### config.mk
export PLATFORM = sky130hd
export DESIGN_NAME = gpioEdgeIrq
export DESIGN_NICKNAME = d
export VERILOG_FILES = /design/src/rtl/gpio_irq_pkg.sv /design/src/rtl/gpioPinQual.sv /design/src/rtl/gpioIrqCtrl.sv /design/src/rtl/gpioIrqDatapath.sv /design/src/rtl/gpioEdgeIrq.sv
export SDC_FILE = /design/constraint.sdc
export NUM_CORES = 1
export LEC_CHECK = 0
export ABC_AREA = 1
export CAP_MARGIN = 20
export CORE_MARGIN = 2
export CORE_UTILIZATION = 63
export CTS_CLUSTER_DIAMETER = 50
export DETAILED_ROUTE_END_ITERATION = 7
export DONT_BUFFER_PORTS = 1
export PLACE_DENSITY = 0.79
export SETUP_SLACK_MARGIN = 0.4
export SLEW_MARGIN = 20
export SYNTH_ARGS = -nofsm -noshare
export SYNTH_HDL_FRONTEND = slang
export SYNTH_HIERARCHICAL = 1
export SYNTH_SLANG_ARGS = --single-unit
export TNS_END_PERCENT = 50
### constraint.sdc
create_clock -name clk -period 2 [get_ports clk]
set_input_delay 0.4 -clock clk [delete_from_list [all_inputs] [get_ports clk]]
set_output_delay 0.4 -clock clk [all_outputs]
set_load 0.01 [all_outputs]
### src/rtl/gpio_irq_pkg.sv
package gpio_irq_pkg;

  typedef enum logic [1:0] {
    REG_RISE = 2'd0,
    REG_FALL = 2'd1,
    REG_STAT = 2'd2,
    REG_NONE = 2'd3
  } regSel_e;

  typedef struct packed {
    logic riseWr;
    logic fallWr;
    logic statClr;
  } ctlStrobe_t;

endpackage

### src/rtl/gpioPinQual.sv
module gpioPinQual #(
  parameter int HOLD_CYCLES = 100
) (
  input  logic clk,
  input  logic rstN,
  input  logic pinRaw,
  output logic qLevel
);
  localparam int CNT_W = $clog2(HOLD_CYCLES + 1);

  logic syncA, syncB;
  logic [CNT_W-1:0] holdCnt;

  always_ff @(posedge clk or negedge rstN) begin
    if (!rstN) begin
      syncA   <= 1'b0;
      syncB   <= 1'b0;
      holdCnt <= '0;
      qLevel  <= 1'b0;
    end else begin
      syncA <= pinRaw;
      syncB <= syncA;
      if (syncB == qLevel) begin
        holdCnt <= '0;
      end else if (holdCnt == CNT_W'(HOLD_CYCLES - 1)) begin
        qLevel  <= syncB;
        holdCnt <= '0;
      end else begin
        holdCnt <= holdCnt + 1'b1;
      end
    end
  end

  // an accepted level always matches what the synchroniser showed
  p_level_follows_r5: assert property (@(posedge clk) disable iff (!rstN)
    (qLevel != $past(qLevel)) |-> ($past(syncB) == qLevel));

endmodule

### src/rtl/gpioIrqCtrl.sv
module gpioIrqCtrl
  import gpio_irq_pkg::*;
(
  input  logic [1:0]  regAddr,
  input  logic        regWrEn,
  output ctlStrobe_t  strobes,
  output regSel_e     rdSel
);
  always_comb begin
    rdSel           = regSel_e'(regAddr);
    strobes         = '0;
    strobes.riseWr  = regWrEn && (rdSel == REG_RISE);
    strobes.fallWr  = regWrEn && (rdSel == REG_FALL);
    strobes.statClr = regWrEn && (rdSel == REG_STAT);
  end
endmodule

### src/rtl/gpioIrqDatapath.sv
module gpioIrqDatapath
  import gpio_irq_pkg::*;
#(
  parameter int NUM_PINS    = 8,
  parameter int HOLD_CYCLES = 100
) (
  input  logic                clk,
  input  logic                rstN,
  input  logic [NUM_PINS-1:0] pinIn,
  input  ctlStrobe_t          strobes,
  input  logic [NUM_PINS-1:0] wrData,
  input  regSel_e             rdSel,
  output logic [NUM_PINS-1:0] rdData,
  output logic [NUM_PINS-1:0] statusOut
);
  logic [NUM_PINS-1:0] riseEnQ, fallEnQ, statusQ;
  logic [NUM_PINS-1:0] qLvl, qPrev, riseSeen, fallSeen, evtHit, clrMask;

  for (genvar g = 0; g < NUM_PINS; g++) begin : gPin
    gpioPinQual #(.HOLD_CYCLES(HOLD_CYCLES)) u_qual (
      .clk    (clk),
      .rstN   (rstN),
      .pinRaw (pinIn[g]),
      .qLevel (qLvl[g])
    );

    p_sticky_r2: assert property (@(posedge clk) disable iff (!rstN)
      (statusQ[g] && !clrMask[g]) |=> statusQ[g]);

    p_clear_r3: assert property (@(posedge clk) disable iff (!rstN)
      (clrMask[g] && !evtHit[g]) |=> !statusQ[g]);

    p_needs_enable_r4: assert property (@(posedge clk) disable iff (!rstN)
      $rose(statusQ[g]) |-> $past(riseEnQ[g] || fallEnQ[g]));

    p_edge_wins_r6: assert property (@(posedge clk) disable iff (!rstN)
      (clrMask[g] && evtHit[g]) |=> statusQ[g]);
  end

  always_comb begin
    riseSeen = qLvl & ~qPrev;
    fallSeen = ~qLvl & qPrev;
    evtHit   = (riseSeen & riseEnQ) | (fallSeen & fallEnQ);
    clrMask  = strobes.statClr ? wrData : '0;
  end

  always_ff @(posedge clk or negedge rstN) begin
    if (!rstN) begin
      qPrev   <= '0;
      riseEnQ <= '0;
      fallEnQ <= '0;
      statusQ <= '0;
    end else begin
      qPrev <= qLvl;
      if (strobes.riseWr) riseEnQ <= wrData;
      if (strobes.fallWr) fallEnQ <= wrData;
      statusQ <= (statusQ & ~clrMask) | evtHit;
    end
  end

  always_comb begin
    unique case (rdSel)
      REG_RISE: rdData = riseEnQ;
      REG_FALL: rdData = fallEnQ;
      REG_STAT: rdData = statusQ;
      default:  rdData = '0;
    endcase
  end

  assign statusOut = statusQ;
endmodule

### src/rtl/gpioEdgeIrq.sv
module gpioEdgeIrq
  import gpio_irq_pkg::*;
#(
  parameter int NUM_PINS    = 8,
  parameter int HOLD_CYCLES = 100
) (
  input  logic                clk,
  input  logic                rstN,
  input  logic [NUM_PINS-1:0] pinIn,
  input  logic [1:0]          regAddr,
  input  logic                regWrEn,
  input  logic [NUM_PINS-1:0] regWrData,
  output logic [NUM_PINS-1:0] regRdData,
  output logic                irqPin0,
  output logic                irqPin1,
  output logic                irqShared
);
  ctlStrobe_t          strobes;
  regSel_e             rdSel;
  logic [NUM_PINS-1:0] statusVec;

  gpioIrqCtrl u_ctrl (
    .regAddr (regAddr),
    .regWrEn (regWrEn),
    .strobes (strobes),
    .rdSel   (rdSel)
  );

  gpioIrqDatapath #(.NUM_PINS(NUM_PINS), .HOLD_CYCLES(HOLD_CYCLES)) u_dp (
    .clk       (clk),
    .rstN      (rstN),
    .pinIn     (pinIn),
    .strobes   (strobes),
    .wrData    (regWrData),
    .rdSel     (rdSel),
    .rdData    (regRdData),
    .statusOut (statusVec)
  );

  assign irqPin0   = statusVec[0];
  assign irqPin1   = statusVec[1];
  assign irqShared = |statusVec[NUM_PINS-1:2];

  // shared line low whenever no upper status bit is held
  p_shared_quiet_r7: assert property (@(posedge clk) disable iff (!rstN)
    (statusVec[NUM_PINS-1:2] == '0) |-> !irqShared);
endmodule

==> results of run 1 <==
## through the flow
stage               hold WS [ns]  worst slack [ns]  total power (W)
floorplan                  0.104             0.630          0.00271
global placement           0.107             0.685          0.00276
detailed placement         0.108             0.640          0.00278
CTS                       -0.303             0.482          0.00402
global route              -0.317             0.434          0.00415
finish                    -0.283             0.489          0.00396
## routing by layer
metal  global-route usage  vias to the layer above  share of wire  wire [um]
li1                     -                     1714              -          -
met1                0.277                     1670           0.42       3740
met5                    0                        -              0          0
met2                0.379                       58           0.51       4500
met3               0.0578                       11          0.054        475
met4               0.0628                        0          0.014        120
## flip-flops by register name, summed over array words and instances (netlist names)
name and flops:
u_dp/statusOut 8, u_dp/fallEnQ 8, u_dp/gPin.u_qual/syncA 8, u_dp/gPin.u_qual/holdCnt 56, u_dp/qPrev 8, u_dp/riseEnQ 8
u_dp/gPin.u_qual/syncB 8, u_dp/gPin.u_qual/qLevel 8
## cells in the final DEF (no fill, tap or decap)
master,n
xor2_2,8
nand2_2,8
a21oi_2,8
and2_1,8
nor2_1,70
nand3_1,73
nor2_2,8
inv_8,1
clkinv_2,1
nor2_4,1
xor2_1,16
nand2_1,83
xnor2_1,8
clkinv_1,8
clkinvlp_4,4
inv_2,2
dfrtp_1,112
ha_1,8
inv_1,57
buf_4,2
nand3_2,16
a21oi_1,8
o21ai_1,16
o21ai_0,16
inv_6,1
clkbuf_8,9
## power groups by stage
stage / Combinational, W / Sequential (W) / Clock (W)
3_5_place_dp: 0.000245 / 0.00254 / 0
2_1_floorplan: 0.000206 / 0.00251 / 0
4_1_cts: 0.000246 / 0.00249 / 0.00128
6_report: 0.000243 / 0.00249 / 0.00123
3_3_place_gp: 0.000230 / 0.00253 / 0
5_1_grt: 0.000281 / 0.00251 / 0.00136
## cell families after synthesis
logic type	Yosys count
compound gates	48
xor+xnor	32
fa+ha+maj	8
buf+inv	74
flops	112
simple gates	267
## worst paths after layout
path / start / to / depth (start not counted)
setup / recovery: u_dp/statusOut[0]$_DFF_PN0_ / regRdData[0] / 2
hold / removal: rstN / u_dp/gPin[7].u_qual/holdCnt[2]$_DFF_PN0_ / 0
setup reg to reg: u_dp/gPin[3].u_qual/holdCnt[0]$_DFF_PN0_ / u_dp/gPin[3].u_qual/holdCnt[4]$_DFF_PN0_ / 6
hold reg to reg: u_dp/gPin[3].u_qual/syncA$_DFF_PN0_ / u_dp/gPin[3].u_qual/syncB$_DFF_PN0_ / 0
max in group asynchronous: rstN / u_dp/gPin[6].u_qual/qLevel$_DFFE_PN0P_ / 0
min in group clk: pinIn[0] / u_dp/gPin[0].u_qual/syncA$_DFF_PN0_ / 0
## critical path, cell delays in order, from the launching register on
cell     delay (ns)
dfrtp_1        0.46
nand3_1        0.12
nand3_1        0.17
## cells in the mapped netlist, drive strengths merged
master and instances:
ha 8, inv 59, clkinv 8, nand3 89, xor2 24, o21ai 32, nand2 91, dfrtp 112
and2 8, nor2 79, xnor2 8, a21oi 16, buf 7
## area by class of cell
cell class	instances	area, um^2	area share
sequential	112	2800	0.524
multi-input combinational	355	1970	0.369
inverter	67	251	0.0470
tap	102	128	0.0239
clock buffer	9	124	0.0232
clock inverter	7	55.1	0.0103
timing repair buffer	2	15.0	0.00281
==> impl_metrics.py, run 1 <==
metrics = {
    "run_status": {
        "status": "finished, violations left",
        "violations": "negative hold slack",
    },
    "synthesis": {
        "synth_fa_ha_area_frac": 0.0197,
        "synthSimpleGateAreaFrac": 0.248,
        "synth_nets": 570,
        "synth_top_family_by_area": "simple AND/OR/NAND/NOR gates",
        "synthMuxAreaShare": 0,
        "synth-xor-area-share": 0.0670,
        "syn_inst": 541,
        "synth_compound_area_frac": 0.0532,
        "ys_warn_count": 6,
        "synth_top_cell_by_area": "dfrtp_1",
        "ys_types": 23,
        "mappedNetlistArea_um2": 5080,
        "synth_area_per_cell_um2": 9.39,
        "synth_area_leaders": "dfrtp_1, nand3_1, nand2_1",
        "synth.yosys.seq_area_share": 0.552,
        "synth_top_area_share": 0.552,
        "ys_ff_latch": 112,
    },
    "sta": {
        "setup_viol": 0,
        "rsz0062_at_grt": "no",
        "skew_ns": 0.0101,
        "min_period_ns": 1.51,
        "tns_ns": 0,
        "final-max-slew-violation-count": 0,
        "period_share": 0.756,
        "whs_ns": -0.283,
        "hold_viol": 112,
        "relSlewSlack": 0.543,
        "fmax_ghz": 0.662,
        "tightest_slew_ns": 0.683,
    },
    "clocking": {
        "clock_latency_ns": 0.36,
        "post_cts_resize_count": 0,
        "clockBufferDepth": 2,
        "cts_tree": "built",
        "ctsHtreeMaxLevel": 3,
        "cts-root-buf": "clkbuf_8",
        "postCtsSetupBuffers": 0,
        "cts_sinks": 112,
        "path_clk_slew_ns": 0.10,
        "cts_buffers": 9,
    },
    "floorplanning": {
        "core-area_um2": 7770,
        "die_w_um": 93.8,
        "rows": 32,
        "dieArea_um2": 8800,
        "ioPinCount": 32,
        "die_h_um": 93.8,
        "initial_core_util": 0.654,
    },
    "power": {
        "peakVddDrop_uv": 465,
        "pwr-share-clk": 0.309,
        "pwr-share-comb": 0.061,
        "power_density_nw_per_um2": 741,
        "netSwitchingPower_w": 0.00102,
        "seqPwrFrac": 0.629,
        "p_int_w": 0.00294,
        "p_leak_nw": 2.42,
        "swShare": 0.257,
    },
    "grt": {
        "antenna_found_initial": 0,
        "grt_pass1_wl_um": 15300,
        "grt_pass1_vias": 3402,
        "grt_max_degree": 113,
        "grt_util_all_layers": 0.221,
        "grt_overflow": 0,
    },
    "detailed_routing": {
        "drt-pass1-iter-count": 5,
        "drt-total-wl_um": 8830,
        "drtIter0Drc": 283,
        "ant_nets": 0,
        "post_drt_wl_per_cell_um": 13.5,
        "dr_total_vias": 3453,
        "via_per_inst": 5.28,
        "route.detailed.drc": 0,
    },
    "worst_setup_path": {
        "reg2reg_slack_ns": 0.75,
        "critPathRequiredTime_ns": 1.60,
        "start_kind": "flip-flop",
        "cp-end-kind": "output port",
        "cp_max_fo": 3,
        "critPathKind": "flip-flop to output port",
        "worstPathArrival_ns": 1.11,
    },
    "placed_design": {
        "place_hpwl_um": 6260,
        "dp.cells": 638,
        "dpl_cell_area_um2": 5170,
        "gp_congestion": 0.861,
        "placement.io_buffers": 0,
    },
    "cells_and_area": {
        "fin_cells": 654,
        "areaGrowthSynthToFinish_pct": 5.27,
        "nFillCells": 611,
        "final_util": 0.688,
        "drive_above_1_share": 0.125,
        "nNetsFinal": 576,
        "stdcell_area_um2": 5350,
        "antenna_cells": 0,
    },
    "hold_path": {
        "hold_path_class": "primary input to async pin",
    },
    "run": {
        "maxCapViolCount": 0,
    },
}
Note: power is estimated with default switching activity, not from simulation.
==> run 2, diff against run 1 <==
clock period = 1.4 ns   (was 2 ns; I/O delays follow)
==> run 2 against run 1 <==
Against the previous run: register-to-register slack got worse by 0.50 ns; die area unchanged; critical path depth unchanged; clock power is 41% higher; first-iteration DRC count up 2.5%; largest cell class unchanged; cell count is 6.4% higher; the flow finishes with violations (negative hold slack, negative setup slack); sequential power rose by 44%.
==> impl_metrics.py, run 2 (same netlist as run 1, synthesis figures left out) <==
metrics = {
    "run_status": {
        "status": "finished, violations left",
        "violations": "negative hold slack, negative setup slack",
    },
    "worst_setup_path": {
        "critPathRequiredTime_ns": 1.12,
        "reg2reg_slack_ns": 0.25,
        "timing.rr.start": "u_dp/gPin[2].u_qual/holdCnt[1]$_DFF_PN0_",
        "start_kind": "flip-flop",
        "worstPathArrival_ns": 1.14,
        "r2r_cells": 6,
        "cp-end-kind": "output port",
        "cp_max_fo": 3,
        "critPathKind": "flip-flop to output port",
        "r2r-end": "u_dp/gPin[2].u_qual/holdCnt[3]$_DFF_PN0_",
    },
    "floorplanning": {
        "initial_core_util": 0.654,
        "ioPinCount": 32,
        "core-area_um2": 7770,
        "dieArea_um2": 8800,
        "die_w_um": 93.8,
        "rows": 32,
        "die_h_um": 93.8,
    },
    "grt": {
        "antenna_found_initial": 0,
        "grt_util_all_layers": 0.256,
        "grt_max_degree": 113,
        "grt_pass1_vias": 3790,
        "grt_pass1_wl_um": 17400,
        "grt_overflow": 0,
    },
    "sta": {
        "whs_ns": -0.413,
        "fmax_ghz": 0.705,
        "period_share": 1.01,
        "setup_viol": 1,
        "hold_viol": 112,
        "tns_ns": -0.0179,
        "tightest_slew_ns": 0.303,
        "skew_ns": 0.00822,
        "final-max-slew-violation-count": 0,
        "setup_slack_ns": -0.0179,
        "min_period_ns": 1.42,
        "relSlewSlack": 0.797,
        "rsz0062_at_grt": "yes",
    },
    "run": {
        "maxCapViolCount": 0,
    },
    "cells_and_area": {
        "areaGrowthSynthToFinish_pct": 29.1,
        "antenna_cells": 0,
        "drive_above_1_share": 0.434,
        "top_register": "u_dp/gPin.u_qual/holdCnt",
        "final_cell_mix": "dfrtp_1, nand2_1, inv_1",
        "multi_input_area_um2": 2810,
        "layout_commonest_cell": "dfrtp_1",
        "largest_register_ffs": 56,
        "register_area_um2": 2830,
        "nFillCells": 387,
        "nNetsFinal": 618,
        "final_util": 0.844,
    },
    "clocking": {
        "ctsHtreeMaxLevel": 3,
        "cts-root-buf": "clkbuf_8",
        "path_clk_slew_ns": 0.10,
        "clockBufferDepth": 2,
        "cts_buffers": 9,
        "clock_latency_ns": 0.37,
        "hold_buffers": 8,
        "cts_sinks": 112,
        "cts_tree": "built",
    },
    "detailed_routing": {
        "via_per_inst": 5.53,
        "drt-pass1-iter-count": 7,
        "route.detailed.drc": 0,
        "dr_total_vias": 3849,
        "ant_nets": 0,
        "post_drt_wl_per_cell_um": 16.8,
        "drtIter0Drc": 290,
        "drt-total-wl_um": 11700,
    },
    "placed_design": {
        "gp_congestion": 0.810,
        "placement.io_buffers": 0,
        "place_hpwl_um": 6440,
    },
    "hold_path": {
        "hold_path_class": "primary input to async pin",
    },
    "power": {
        "power_w": 0.00599,
        "power_density_nw_per_um2": 914,
        "peakVddDrop_uv": 656,
        "p_leak_nw": 2.87,
    },
}
[run 2: changes by cell type in the layout (fill, tap and decap cells not counted), moves of 26 or more]
cell     change
buf_4       +34
nor2_1      -45
nand3_2     +26
nand3_1     -37
nor2_2      +31
[run 2: stage by stage]
stage,hold WS [ns],area (um^2),instances,worst slack (ns)
floorplan,-0.0156,5360,541,0.310
global placement,-0.0129,5470,642,0.339
detailed placement,-0.0130,5470,642,0.290
CTS,-0.416,6010,690,0.0354
global route,-0.435,6560,696,-0.0730
finish,-0.413,6560,696,-0.0179
[run 2: per-layer routing]
metal	GRT usage	share of wire	vias to the layer above	wire length, um
met4	0.0809	0.028	0	322
met3	0.0690	0.052	26	609
met5	0	0	-	0
met1	0.331	0.39	1929	4600
met2	0.423	0.53	95	6150
li1	-	-	1799	-
[run 2: repair_timing]
| item | in CTS | in global routing |
|---|---|---|
| setup endpoints to repair | 67 | 75 |
| endpoints found under the hold margin | 120 | 112 |
| pin swaps | 31 | 72 |
| buffers inserted | 24 | 6 |
| gates resized for setup | 27 | 137 |
[run 2: layout make-up]
class	instances	area share
repair buffers	44	0.0534
clock buffers	11	0.0216
inverters	67	0.0414
clock inverters	5	0.00496
flip-flops and latches	112	0.431
multi-input cells	355	0.428
well taps	102	0.0195
[run 2: where the power goes]
| part | internal, W | total [W] | switching (W) |
|---|---|---|---|
| clock | 0.000691 | 0.00174 | 0.00105 |
| combinational | 0.000328 | 0.000668 | 0.000340 |
| sequential | 0.00341 | 0.00359 | 0.000183 |
| total | 0.00442 | 0.00599 | 0.00157 |
[run 2: worst max path at each step]
stage                                        startpoint                                  endpoint  slack, ns  depth (start not counted)
3_5_place_dp   u_dp/gPin[2].u_qual/holdCnt[0]$_DFF_PN0_  u_dp/gPin[2].u_qual/holdCnt[5]$_DFF_PN0_       0.29                          6
3_3_place_gp   u_dp/gPin[6].u_qual/holdCnt[0]$_DFF_PN0_  u_dp/gPin[6].u_qual/holdCnt[5]$_DFF_PN0_       0.34                          6
6_report                    u_dp/statusOut[7]$_DFF_PN0_                                 irqShared      -0.02                          2
5_1_grt                     u_dp/statusOut[7]$_DFF_PN0_                                 irqShared      -0.07                          2
2_1_floorplan                                regAddr[1]                              regRdData[0]       0.31                          5
4_1_cts                     u_dp/statusOut[4]$_DFF_PN0_                                 irqShared       0.04                          2
[run 2: worst max-delay path, cell delays in order, from the launching register on]
cell	delay [ns]
dfrtp_1	0.45
nor2_1	0.18
nand3_2	0.14
